`src/rtl/sestat_pkg.sv`:
```
package sestat_pkg;
  localparam int OP_STICKY_N   = 4;
  localparam int OP_STICKY_LSB = 8;
  localparam int OP_LIVE_N     = 4;
  localparam int OP_LIVE_LSB   = 4;
  localparam int XERR_N        = 4;
  localparam int XERR_LSB      = 2;
  localparam int CERR_N        = 2;
  localparam int CERR_LSB      = 0;
  localparam int MIN_REG_W     = OP_STICKY_LSB + OP_STICKY_N;

  typedef enum logic [2:0] {
    SEL_OP   = 3'd0,
    SEL_XERR = 3'd1,
    SEL_XEN  = 3'd2,
    SEL_CERR = 3'd3,
    SEL_CEN  = 3'd4
  } reg_sel_e;
endpackage

```
`src/rtl/sestat_flag_bank.sv`:
```
module sestat_flag_bank #(
  parameter int N = 4
) (
  input  logic         clk,
  input  logic         rst_n,
  input  logic [N-1:0] set_i,
  input  logic [N-1:0] clr_i,
  output logic [N-1:0] flag_o
);
  for (genvar b = 0; b < N; b++) begin : g_bit
    always_ff @(posedge clk or negedge rst_n) begin
      if (!rst_n)        flag_o[b] <= 1'b0;
      else if (set_i[b]) flag_o[b] <= 1'b1;   // set has priority over clear
      else if (clr_i[b]) flag_o[b] <= 1'b0;
    end
  end
endmodule

```
`src/rtl/sestat_en_reg.sv`:
```
module sestat_en_reg #(
  parameter int N = 4
) (
  input  logic         clk,
  input  logic         rst_n,
  input  logic         we_i,
  input  logic [N-1:0] d_i,
  output logic [N-1:0] q_o
);
  always_ff @(posedge clk or negedge rst_n) begin
    if (!rst_n)    q_o <= '0;
    else if (we_i) q_o <= d_i;
  end
endmodule

```
`src/rtl/sestat_irq_merge.sv`:
```
module sestat_irq_merge #(
  parameter int NS = 4,
  parameter int NX = 4,
  parameter int NC = 2
) (
  input  logic [NS-1:0] svc_i,
  input  logic [NX-1:0] xerr_i,
  input  logic [NX-1:0] xen_i,
  input  logic [NC-1:0] cerr_i,
  input  logic [NC-1:0] cen_i,
  output logic          irq_o
);
  logic svc_any, x_any, c_any;
  always_comb begin
    svc_any = |svc_i;
    x_any   = |(xerr_i & xen_i);
    c_any   = |(cerr_i & cen_i);
    irq_o   = svc_any | x_any | c_any;
  end
endmodule

```
`src/rtl/se_status_irq.sv`:
```
module se_status_irq
  import sestat_pkg::*;
#(
  parameter int REG_W = 32
) (
  input  logic             clk,
  input  logic             rst_n,
  input  logic             wr_en,
  input  logic [2:0]       wr_sel,
  input  logic [REG_W-1:0] wr_data,
  input  logic [3:0]       ev_op,
  input  logic [3:0]       fifo_live,
  input  logic [3:0]       ev_xfer,
  input  logic [1:0]       ev_clk,
  output logic [REG_W-1:0] op_flags,
  output logic [REG_W-1:0] xfer_err,
  output logic [REG_W-1:0] xfer_en,
  output logic [REG_W-1:0] clk_err,
  output logic [REG_W-1:0] clk_en,
  output logic             irq
);
  localparam int OP_HI = OP_STICKY_LSB + OP_STICKY_N - 1;
  localparam int LV_HI = OP_LIVE_LSB + OP_LIVE_N - 1;
  localparam int XE_HI = XERR_LSB + XERR_N - 1;
  localparam int CE_HI = CERR_LSB + CERR_N - 1;

  logic hit_op, hit_xerr, hit_xen, hit_cerr, hit_cen;
  logic [OP_STICKY_N-1:0] op_q, op_clr;
  logic [XERR_N-1:0]      xe_q, xe_clr, xen_q;
  logic [CERR_N-1:0]      ce_q, ce_clr, cen_q;

  always_comb begin
    hit_op   = wr_en && (wr_sel == SEL_OP);
    hit_xerr = wr_en && (wr_sel == SEL_XERR);
    hit_xen  = wr_en && (wr_sel == SEL_XEN);
    hit_cerr = wr_en && (wr_sel == SEL_CERR);
    hit_cen  = wr_en && (wr_sel == SEL_CEN);
    op_clr   = hit_op   ? wr_data[OP_HI:OP_STICKY_LSB] : '0;
    xe_clr   = hit_xerr ? wr_data[XE_HI:XERR_LSB]      : '0;
    ce_clr   = hit_cerr ? wr_data[CE_HI:CERR_LSB]      : '0;
  end

  sestat_flag_bank #(.N(OP_STICKY_N)) u_op_bank (
    .clk(clk), .rst_n(rst_n), .set_i(ev_op), .clr_i(op_clr), .flag_o(op_q));
  sestat_flag_bank #(.N(XERR_N)) u_xerr_bank (
    .clk(clk), .rst_n(rst_n), .set_i(ev_xfer), .clr_i(xe_clr), .flag_o(xe_q));
  sestat_flag_bank #(.N(CERR_N)) u_cerr_bank (
    .clk(clk), .rst_n(rst_n), .set_i(ev_clk), .clr_i(ce_clr), .flag_o(ce_q));

  sestat_en_reg #(.N(XERR_N)) u_xen (
    .clk(clk), .rst_n(rst_n), .we_i(hit_xen),
    .d_i(wr_data[XE_HI:XERR_LSB]), .q_o(xen_q));
  sestat_en_reg #(.N(CERR_N)) u_cen (
    .clk(clk), .rst_n(rst_n), .we_i(hit_cen),
    .d_i(wr_data[CE_HI:CERR_LSB]), .q_o(cen_q));

  sestat_irq_merge #(.NS(OP_STICKY_N), .NX(XERR_N), .NC(CERR_N)) u_irq (
    .svc_i(op_q), .xerr_i(xe_q), .xen_i(xen_q),
    .cerr_i(ce_q), .cen_i(cen_q), .irq_o(irq));

  always_comb begin
    op_flags = '0;
    op_flags[OP_HI:OP_STICKY_LSB] = op_q;
    op_flags[LV_HI:OP_LIVE_LSB]   = fifo_live;
    xfer_err = '0;
    xfer_err[XE_HI:XERR_LSB] = xe_q;
    xfer_en  = '0;
    xfer_en[XE_HI:XERR_LSB]  = xen_q;
    clk_err  = '0;
    clk_err[CE_HI:CERR_LSB]  = ce_q;
    clk_en   = '0;
    clk_en[CE_HI:CERR_LSB]   = cen_q;
  end
endmodule

```
`config.mk`:
```
export PLATFORM = sky130hd
export DESIGN_NAME = se_status_irq
export DESIGN_NICKNAME = d
export VERILOG_FILES = /design/src/rtl/sestat_pkg.sv /design/src/rtl/sestat_flag_bank.sv /design/src/rtl/sestat_en_reg.sv /design/src/rtl/sestat_irq_merge.sv /design/src/rtl/se_status_irq.sv
export SDC_FILE = /design/constraint.sdc
export NUM_CORES = 1
export LEC_CHECK = 0
export BUFFER_PORTS_ARGS = -buffer_cell sky130_fd_sc_hd__buf_4
export CAP_MARGIN = 20
export CORE_AREA = 2 2 83 85
export CTS_CLUSTER_SIZE = 16
export DETAILED_ROUTE_END_ITERATION = 7
export DIE_AREA = 0 0 85 87
export GPL_ROUTABILITY_DRIVEN = 0
export PLACE_DENSITY = 0.74
export SLEW_MARGIN = 20
export SYNTH_ARGS = -nofsm -noshare
export SYNTH_HDL_FRONTEND = slang
export SYNTH_SLANG_ARGS = --single-unit
```
`constraint.sdc`:
```
create_clock -name clk -period 1.1 [get_ports clk]
set_input_delay 0.055 -clock clk [delete_from_list [all_inputs] [get_ports clk]]
set_output_delay 0.055 -clock clk [all_outputs]
set_load 0.01 [all_outputs]
```
Word level (Yosys, flattened, before mapping)
Index checks and enable logic that the tools add are counted.

cells by class
  reduce and logical (&&, ||, !) cells = 19
  equality and inequality tests = 4
  multiplexer cells = 23
  bitwise gates (word level) = 4

operator list
  operator              number
  $mux W1               20
  $reduce_bool A2 Y1    10
  $mux W4               2
  $reduce_or A4 Y1      2
  $eq A3 B2 Y1 const B  2
  $logic_and A1 B1 Y1   5
  $and A4 B4 Y4         1
  $eq A3 B1 Y1 const B  1
  $eq A3 B3 Y1 const B  1
  $logic_not A3 Y1      1
  $and A2 B2 Y2         1
  $mux W2               1
  $or A1 B1 Y1          2
  $reduce_or A2 Y1      1

word-level totals
  word-level logic and storage cells = 62
  bits in registers = 16
  input port bits = 52

Longest topological paths before layout
Gate-level depths: netlist of run 1.

  depth in word-level cells = 5
  depth in mapped cells = 2
  mapped depth without buffers = 2

Hierarchy
From an unflattened synthesis of run 1, not the netlist that was laid out.

unflattened totals
  cell total of the unflattened synthesis = 208
  area, all modules = 1,835.5 µm²

by module, submodules not included
  module                            cells each  area each (µm²)  seq. area each (µm²)  times used
  se_status_irq                     161         1,213.7          0.0                   1
  sestat_flag_bank (u_op_bank ...)  12          145.1            100.1                 2
  sestat_en_reg (u_xen)             8           145.1            100.1                 1
  sestat_en_reg (u_cen)             4           72.6             50.0                  1
  sestat_flag_bank (u_cerr_bank)    6           72.6             50.0                  1
  sestat_irq_merge                  5           41.3             0.0                   1

Worst setup path before layout of run 1
No wires, ideal clock.

  path type = reg2out
  start point = reg u_op_bank.flag_o[1]
  end point = out irq
  data arrival time = 0.846 ns
  required time = 1.045 ns
  cell stages (with the launch flop) = 3
  setup slack = 0.199 ns
  cells stage by stage = dfrtp_1 nor4_1 nand4_1

between the ends
  word-level cells in the longest chain between the ends = 3

ends and longest elaborated chain
  what                               line                    text
  from (decl)                        sestat_flag_bank.sv:8   output logic [N-1:0] flag_o
  from (signal, indexed assignment)  sestat_flag_bank.sv:12  if (!rst_n) flag_o[b] <= 1'b0;
  from (signal, indexed assignment)  sestat_flag_bank.sv:13  else if (set_i[b]) flag_o[b] <= 1'b1;
  from (signal, indexed assignment)  sestat_flag_bank.sv:14  else if (clr_i[b]) flag_o[b] <= 1'b0;
  $reduce_or A4 Y1                   sestat_irq_merge.sv:15  svc_any = |svc_i;
  $or A1 B1 Y1 (2 in a row)          sestat_irq_merge.sv:18  irq_o = svc_any | x_any | c_any;
  to (decl)                          se_status_irq.sv:20     output logic irq

No other way between the ends.

Worst setup path in the final report of run 1
Ends and elaborated chain as after synthesis.

==> results.md, run 1 <==
Clocking:
- The buffer cell driving the clock tree root is sky130_fd_sc_hd__clkbuf_8.
- The clock sink count is 16.
- TritonCTS created 3 clock buffers.
- TritonCTS built the clock tree.
- CTS built an H-tree with a depth of 1.
- Clock-pin slew was measured on the worst setup and hold paths at 0.07 ns.
- The maximum buffer depth of the clock tree is 2.
- At the later pin of the worst-skew pair, clock insertion delay measures 0.25 ns.

Global routing:
- The number of antenna violations at the first check in global routing was 0.
- Entering global routing, the biggest net connects 17 pins.
- After global routing the overflow that remains totals 0.
- The met3 global-route usage is 2.56%.
- For this run, the total global-route usage over all layers was measured as 7.75%.
- The met2 routing resource usage after global routing is 13.4%.
- The first global-routing pass estimated between 4000 and 5000 µm of wire.
- The via count of the first global-routing pass is 833.
- Global routing used under 10% of the available met1 tracks.
- The most used routing layer in global routing is met2.

Worst setup path:
- The arrival time at the worst endpoint is 1.34 ns.
- The worst setup path is launched from a register.
- The buffering stage count on the worst path with inverters included is 2.
- In this run the worst setup path terminates at irq.
- The launching element of the worst setup path is u_op_bank.flag_o[1].
- The largest single stage delay on the critical path is roughly 0.4 ns.
- In this run the worst path has a maximum fanout of 2.
- STA puts the critical path data required time at ~1.0 ns.
- For flop-to-flop paths, the worst setup slack is 0.21 ns.
- The worst setup path is captured at an output port.
- The critical path crosses 4 cells after its start point.
- The signal on the critical path passes through nor4_2 > buf_4 > nand4_1 > buf_4.
- The endpoint identified for the worst register-to-register timing path is u_op_bank.flag_o[1].
- On the critical path, the stage with the largest delay is an instance of sky130_fd_sc_hd__dfrtp_1.
- In this run the critical register-to-register path is launched from u_op_bank.flag_o[1].
- In this design, the largest share of critical-path delay is due to flip-flops.
- The kind of critical path is reg2out.
- The number of cell instances on the worst register-to-register path is 4.
- Counting stages on the worst path, the most repeated cell is sky130_fd_sc_hd__buf_4.

Layout:
- The count of inserted antenna diode cells is 0.
- Leaving out fill and tap cells, the most frequent cell in the layout is sky130_fd_sc_hd__conb_1.
- Compared with the post-synthesis result, the final layout area differs by 3.88%.
- The ratio of cells with drive above 1 in the final layout is 23.0%.
- For this run, the number of standard cells in the final layout without fillers is 345.
- Summing all non-filler instances in the final layout gives an area of approximately 1900 µm².
- Fill cells in the final layout number 684.
- In the layout the commonest cells are 140 x sky130_fd_sc_hd__conb_1, 49 x sky130_fd_sc_hd__buf_4, 16 x sky130_fd_sc_hd__dfrtp_1.
- The utilization after layout is 28.6%.
- The net count of the finished layout is approximately 320.

Pwr:
- Cell internal power was estimated by the tool at 1.19 mW.
- The clock share of power is 29.1%.
- The net switching power is 0.616 mW.
- The worst vdd rail ir drop is between 0.5 and 0.6 mV.
- Dividing total power by cell area gives a power density of ~960 nW/µm².
- The share of total power dissipated in combinational logic is 32.5%.
- Of the total power, the share spent switching nets is 34.1%.
- The analysis attributes to cell leakage a power of around 1.1 nW.
- The total power after layout is 1.81 mW.
- The fraction of power consumed by sequential logic is 38.5%.

STA:
- Setup violations remaining at the end of the flow were counted as 1.
- The final critical path takes up 127% of the cycle.
- Setup slack on the critical path of the routed design comes to -0.296 ns.
- The clock arrives with 0 ns of skew.
- Setup repair after global routing could not meet its margin everywhere.
- Timing would allow up to 716 MHz.
- The count of pins over their slew limit is 0.
- The total count of hold-check failures in the final report is 0.
- The worst path in the final design needs a cycle of 1.40 ns, including I/O delays and setup.

Synth:
- The number of instances in the synthesized netlist is slightly above 200.
- During synthesis, Yosys emitted a total of 0 warnings.
- The sequential fraction of the synthesis area is approximately 22%.
- The count of state elements after synthesis is 16.
- The total standard cell area after synthesis is 1810 µm².
- Dividing the synthesized area by the synthesized cell count gives ~8.7 µm².
- The count of unique library cells instantiated by Yosys is 16.

Place:
- The post-place instance area is 1710 µm².
- At the placement stage, the worst setup path has a slack of -0.0284 ns.
- The count of port buffers added during placement is 42.
- Counting tap cells, the placed design contains a total of 330 instances.
- The placed wire-length estimate after detailed placement is 2600 µm.

Floorplanning:
- The total number of placement rows is 30.
- In this run the standard cell core region covers about 6600 µm².
- During I/O placement, the number of pins put on the boundary was about 210.
- The area of the die is 7400 µm².
- The die outline height is 87 µm.
- From left edge to right edge, the die measures 85 µm.
- The initial cell density of the core is 27.5%.

Min path:
- The class of the worst hold path is in2reg.
- The worst hold path cell count is 2.

Drt:
- The sum of routed wire length over all layers is 3170 µm.
- The number of vias after detailed routing is 1112.
- The first routing iteration left 34 violations.
- The average wire per standard cell is 9.18 µm.
- The detail route stage leaves a number of antenna-violating nets equal to 0.
- In the routed design, unresolved DRC markers number 0.
- The iteration count of the initial detailed-routing pass is 4.
- After detailed routing, the number of vias per cell comes to 3.22.

Outcome:
- The final reports fail on negative setup slack.
- The run finished, with violations left.

Job:
- Across the run, the number of max-cap violations was 0.
[final cells by class]
type | count | area (µm²) | share of cell area [%]
Multi-Input combinational cell | 176 | 816 | 43.5
Timing Repair Buffer | 59 | 468 | 24.9
Sequential cell | 16 | 400 | 21.3
Tap cell | 80 | 100 | 5.33
Clock buffer | 4 | 55.1 | 2.93
Inverter | 10 | 37.5 | 2.00
[state kept, by name (all words and copies together), names as in the netlist]
signal and cells:
u_op_bank.flag_o 4, u_xen.q_o 4, u_xerr_bank.flag_o 4, u_cen.q_o 2, u_cerr_bank.flag_o 2
[worst register-to-register path: stages, from the launching register on]
cell	delay [ns]
sky130_fd_sc_hd__dfrtp_1	0.39
sky130_fd_sc_hd__buf_4	0.13
sky130_fd_sc_hd__buf_4	0.12
sky130_fd_sc_hd__nor2_1	0.08
sky130_fd_sc_hd__a31oi_1	0.05
[worst min path at each step]
stage | start | endpoint | slack (ns)
after global placement | rst_n | u_op_bank.flag_o[1] | -0.07
after detailed placement | rst_n | u_op_bank.flag_o[3] | -0.06
after floorplan | rst_n | u_cen.q_o[0] | -0.24
after global routing | wr_data[11] | u_op_bank.flag_o[3] | 0.01
after CTS | wr_data[11] | u_op_bank.flag_o[3] | 0.006
final | wr_data[11] | u_op_bank.flag_o[3] | 0.009
[power groups by stage]
stage | Combinational (mW) | Clock, mW | Sequential (mW)
2_1_floorplan | 0.693 | 0 | 0.722
3_3_place_gp | 0.551 | 0 | 0.703
3_5_place_dp | 0.556 | 0 | 0.707
4_1_cts | 0.585 | 0.554 | 0.697
5_1_grt | 0.650 | 0.603 | 0.706
6_report | 0.588 | 0.526 | 0.696
[synthesized netlist by cell type (all sizes together)]
cell	number	area share, %
buf	144	60
mux2	6	4.6
nor4	1	0.35
nand4	1	0.35
inv	10	2.1
a22oi	3	1.2
a31oi	10	3.5
nor4b	1	0.83
conb	1	0.21
nor2	10	2.1
dfrtp	16	22
and4b	1	0.55
and4bb	3	2.3
[timing repair]
action	in CTS	in global routing
hold endpoints to repair	25	0
gates resized for setup	1	0
setup endpoints to repair	1	1
buffers inserted	0	1
hold buffers	10	0
pin swaps	1	1
[routing by layer]
| metal | wire length (µm) | vias to the layer above |
|---|---|---|
| li1 | - | 493 |
| met1 | 1100 | 511 |
| met2 | 1630 | 102 |
| met3 | 370 | 6 |
| met4 | 66 | 0 |
| met5 | 0 | - |
[per-stage QoR]
| stage | hold slack [ns] | TNS, ns |
|---|---|---|
| 2_1_floorplan | -0.241 | 0 |
| 3_3_place_gp | -0.0683 | -0.00588 |
| 3_5_place_dp | -0.0645 | -0.0284 |
| 4_1_cts | 0.00642 | -0.297 |
| 5_1_grt | 0.0108 | -0.380 |
| 6_report | 0.00866 | -0.296 |
[cells by family (layout without fill, tap and decap cells)]
| family | Yosys count | in the layout | share of synthesized area, % |
|---|---|---|---|
| flops | 16 | 16 | 22.2 |
| compound gates | 13 | 13 | 4.71 |
| other cells | 1 | 140 | 0.208 |
| simple gates | 17 | 17 | 6.44 |
| buf+inv | 154 | 73 | 61.9 |
| mux | 6 | 6 | 4.57 |
No activity file was read; power rests on OpenSTA's default activity.
==> inputs of run 2 (changes only) <==
Settings changed: CELL_PAD_IN_SITES_DETAIL_PLACEMENT from default to 1, CELL_PAD_IN_SITES_GLOBAL_PLACEMENT from default to 1, CORE_AREA 2 2 83 85 to default, CORE_MARGIN from default to 2, CORE_UTILIZATION from default to 22, CTS_BUF_LIST from default to sky130_fd_sc_hd__clkbuf_2, DIE_AREA 0 0 85 87 to default, PLACE_DENSITY 0.74 to 0.89.
==> run 2 against run 1 <==
  * The flow still finishes with violations (negative setup slack)
  * Sequential cell count unchanged
  * Global-route usage down 0.71 points
  * Clock power down 50%
  * Maximum frequency up 8.1%
  * Via count about the same
  * Critical path type unchanged
  * Critical endpoint unchanged
  * Largest cell class unchanged
==> results.md, run 2 (synthesis results as in run 1) <==
Outcome:
- The run finished, with violations left.
- The checks that failed: negative setup slack.

STA:
- The count of pins over their slew limit came to 0 (unchanged).
- Setup repair after global routing could not meet its margin everywhere.
- The top achievable clock speed is 774 MHz (+8.1%).
- The clock period minus worst slack came to 1.29 ns (-0.104 ns).
- The smallest setup slack after layout is -0.192 ns (+0.104 ns).
- The final critical-path share of the clock period came to 117% (-9.5 points).
- The worst hold-check slack was 0.0283 ns (+0.0196 ns).
- The total count of hold-check failures in the final report is 0 (unchanged).
- The clock skew after layout is 0 ns (unchanged).
- The final count of negative-setup-slack endpoints is 1 (unchanged).

Min path:
- The class of the worst hold path is in2reg.
- The origin of the worst min-delay path is ev_op[2].
- The worst hold path cell count is 3 (+1).
- The end point of the worst hold path is u_op_bank.flag_o[2].

Drt:
- The wire length on met1 is 1140 µm (+3.8%).
- The average wire per standard cell is 10.3 µm (+12%).
- The initial DRC count is 17 (-50%).
- The met2 wire length came to 2200 µm (+35%).
- The number of nets with antenna violations after detailed routing is 0 (unchanged).
- The iteration count of the initial detailed-routing pass is 3 (-1).
- The vias per cell is 2.98 (-7.6%).
- The sum of routed wire length over all layers is 3830 µm (+21%).
- The number of vias after detailed routing is 1111 (-0.090%).
- The post-route DRC violation count was 0 (unchanged).
- The routed wire length on met3 is 415 µm (+12%).
- The top layer reached by signal wires is met4.

Layout:
- The count of fill cells added during filler insertion is 1038 (+52%).
- The ratio of cells with drive above 1 in the final layout is 21.6% (-1.4 points).
- The count of inserted antenna diode cells was 0 (unchanged).
- The synthesis-to-layout area growth is 6.16%.
- Leaving out fill and tap cells, the most frequent cells in the layout are 140 x sky130_fd_sc_hd__conb_1, 45 x sky130_fd_sc_hd__buf_4, 16 x sky130_fd_sc_hd__dlygate4sd3_1, 16 x sky130_fd_sc_hd__dfrtp_1.
- The filler-free cell count of the finished design was 373 (+8.1%).
- The largest registers in the layout are u_op_bank.flag_o (4), u_xen.q_o (4), u_xerr_bank.flag_o (4).
- The net count of the finished layout is 321 (+0.94%).
- The library cell used most frequently in the layout, excluding fill and tap cells, is sky130_fd_sc_hd__conb_1.

Clocking:
- The clock buffer count from CTS is 3 (unchanged).
- The number of H-tree branching levels came to 1 (unchanged).
- The insertion delay to the later sink of the worst-skew pair is 0.28 ns (+0.03 ns).
- In this run the clock root is driven by a sky130_fd_sc_hd__clkbuf_2.
- The maximum buffer depth of the clock tree is 2 (unchanged).
- The CTS tree is done.
- The clock sink count was 16 (unchanged).
- The post-CTS clock slew at the launch and capture registers of the worst setup and hold paths is 0.15 ns (+0.08 ns).

Floorplanning:
- The area of the core region was 8090 µm² (+23%).
- The area of the die was 8950 µm² (+21%).
- The initial cell density of the core is 22.3% (-5.2 points).
- The number of I/O pins was 213 (unchanged).
- The horizontal extent of the die is 94.6 µm (+11%).
- The die outline height is 94.6 µm (+8.8%).
- The total number of placement rows came to 33 (+10%).

Worst setup path:
- The critical path startpoint category is a register.
- The delay of the slowest cell on the worst path was 0.44 ns (+0.05 ns).
- The signal on the critical path passes through nor4_2 > nand4_1 > buf_4.
- The capture point of the worst reg-to-reg path is u_cen.q_o[1].
- The peak fanout along the critical path came to 2 (unchanged).
- The required time at the endpoint of the critical path is 1.04 ns (about the same).
- The kind of critical path is reg2out.
- The cell type group with the largest total delay on the critical path is flip-flops.
- The number of cell instances on the worst register-to-register path came to 1 (-3).
- The flop-to-flop setup slack came to 0.26 ns (+0.05 ns).
- The worst-path cell with the longest stage delay is sky130_fd_sc_hd__dfrtp_1.
- The startpoint of the worst register-to-register path is u_cen.q_o[1].
- The buffering stage count on the worst path with inverters included is 1 (-1).
- The arrival time at the worst endpoint came to 1.24 ns (-0.10 ns).
- The type of element capturing the critical path is an output port.

Global routing:
- The total global routing track utilization is 7.04% (-0.71 points).
- The largest net degree at the start of global routing is 17 (unchanged).
- The via count of the first global-routing pass is 896 (+7.6%).
- The total congestion overflow after global routing is 0 (unchanged).
- The first-pass GRT wire length is 4710 µm (+11%).
- The number of antenna violations at the first check in global routing is 0 (unchanged).

Place:
- The count of port buffers added during placement is 42 (unchanged).
- The number of cells in the design after placement was 352 (+6.7%).
- The placed wire-length estimate after detailed placement is 3050 µm (+17%).
- The worst slack at placement is 0.0520 ns (+0.0804 ns).

Job:
- The number of maximum-capacitance violations is 0 (unchanged).

Pwr:
- The static power due to leakage is 1.06 nW (-0.14%).
- The worst vdd rail ir drop is 0.222 mV (-57%).
- The total power density per cell area is 826 nW/µm² (-14%).
[run 2: changes by cell type in the layout (fill, tap and decap cells not counted)]
cell	delta
sky130_fd_sc_hd__a22oi_2	+1
sky130_fd_sc_hd__a22oi_1	-1
sky130_fd_sc_hd__dlygate4sd3_1	+6
sky130_fd_sc_hd__clkbuf_2	+3
sky130_fd_sc_hd__buf_6	+1
sky130_fd_sc_hd__clkbuf_8	-4
sky130_fd_sc_hd__buf_4	-4
sky130_fd_sc_hd__clkinv_1	+1
[run 2: metal layers]
layer | vias to the layer above | track usage [%]
met4 | 0 | 3.26
met1 | 513 | 6.47
li1 | 495 | -
met5 | - | 0
met2 | 97 | 14.7
met3 | 6 | 1.12
[run 2: layout make-up]
class | count | area [µm²] | share of cell area, %
sequential | 16 | 400 | 20.9
inverter | 10 | 37.5 | 1.96
timing repair buffer | 62 | 509 | 26.5
clock buffer | 3 | 15.0 | 0.783
tap | 105 | 131 | 6.85
clock inverter | 1 | 3.75 | 0.196
multi-input combinational | 176 | 821 | 42.8
[run 2: worst max-delay path by stage]
stage / cells after the start / end / from
global placement: 3 / irq / u_xerr_bank.flag_o[0]
finish: 3 / irq / u_op_bank.flag_o[2]
global route: 3 / irq / u_op_bank.flag_o[2]
CTS: 3 / irq / u_op_bank.flag_o[2]
detailed placement: 3 / u_xen.q_o[3] / wr_sel[2]
floorplan: 2 / irq / u_op_bank.flag_o[1]
[run 2: power by group]
group	internal (mW)	leakage, nW	total [mW]	switching (mW)
sequential	0.645	0.161	0.701	0.0565
combinational	0.247	0.885	0.620	0.374
clock	0.0791	0.0140	0.263	0.184
[run 2: what timing repair did]
action / in CTS / in global routing
hold buffers: 16 / 0
setup buffers: 1 / 1
pin swaps: 2 / 0
setup endpoints to repair: 1 / 2
resized for setup: 2 / 1
hold endpoints to repair: 32 / 0
[run 2: per-stage QoR]
stage                     TNS, ns  area [µm²]  utilization [%]  total power [mW]
after global routing       -0.334        1920             23.7              1.70
after floorplan                 0        2330                -              1.41
after detailed placement        0        1720             21.2              1.26
after CTS                  -0.240        1910             23.7              1.59
final                      -0.192        1920             23.7              1.58
after global placement          0        1720             21.2              1.25
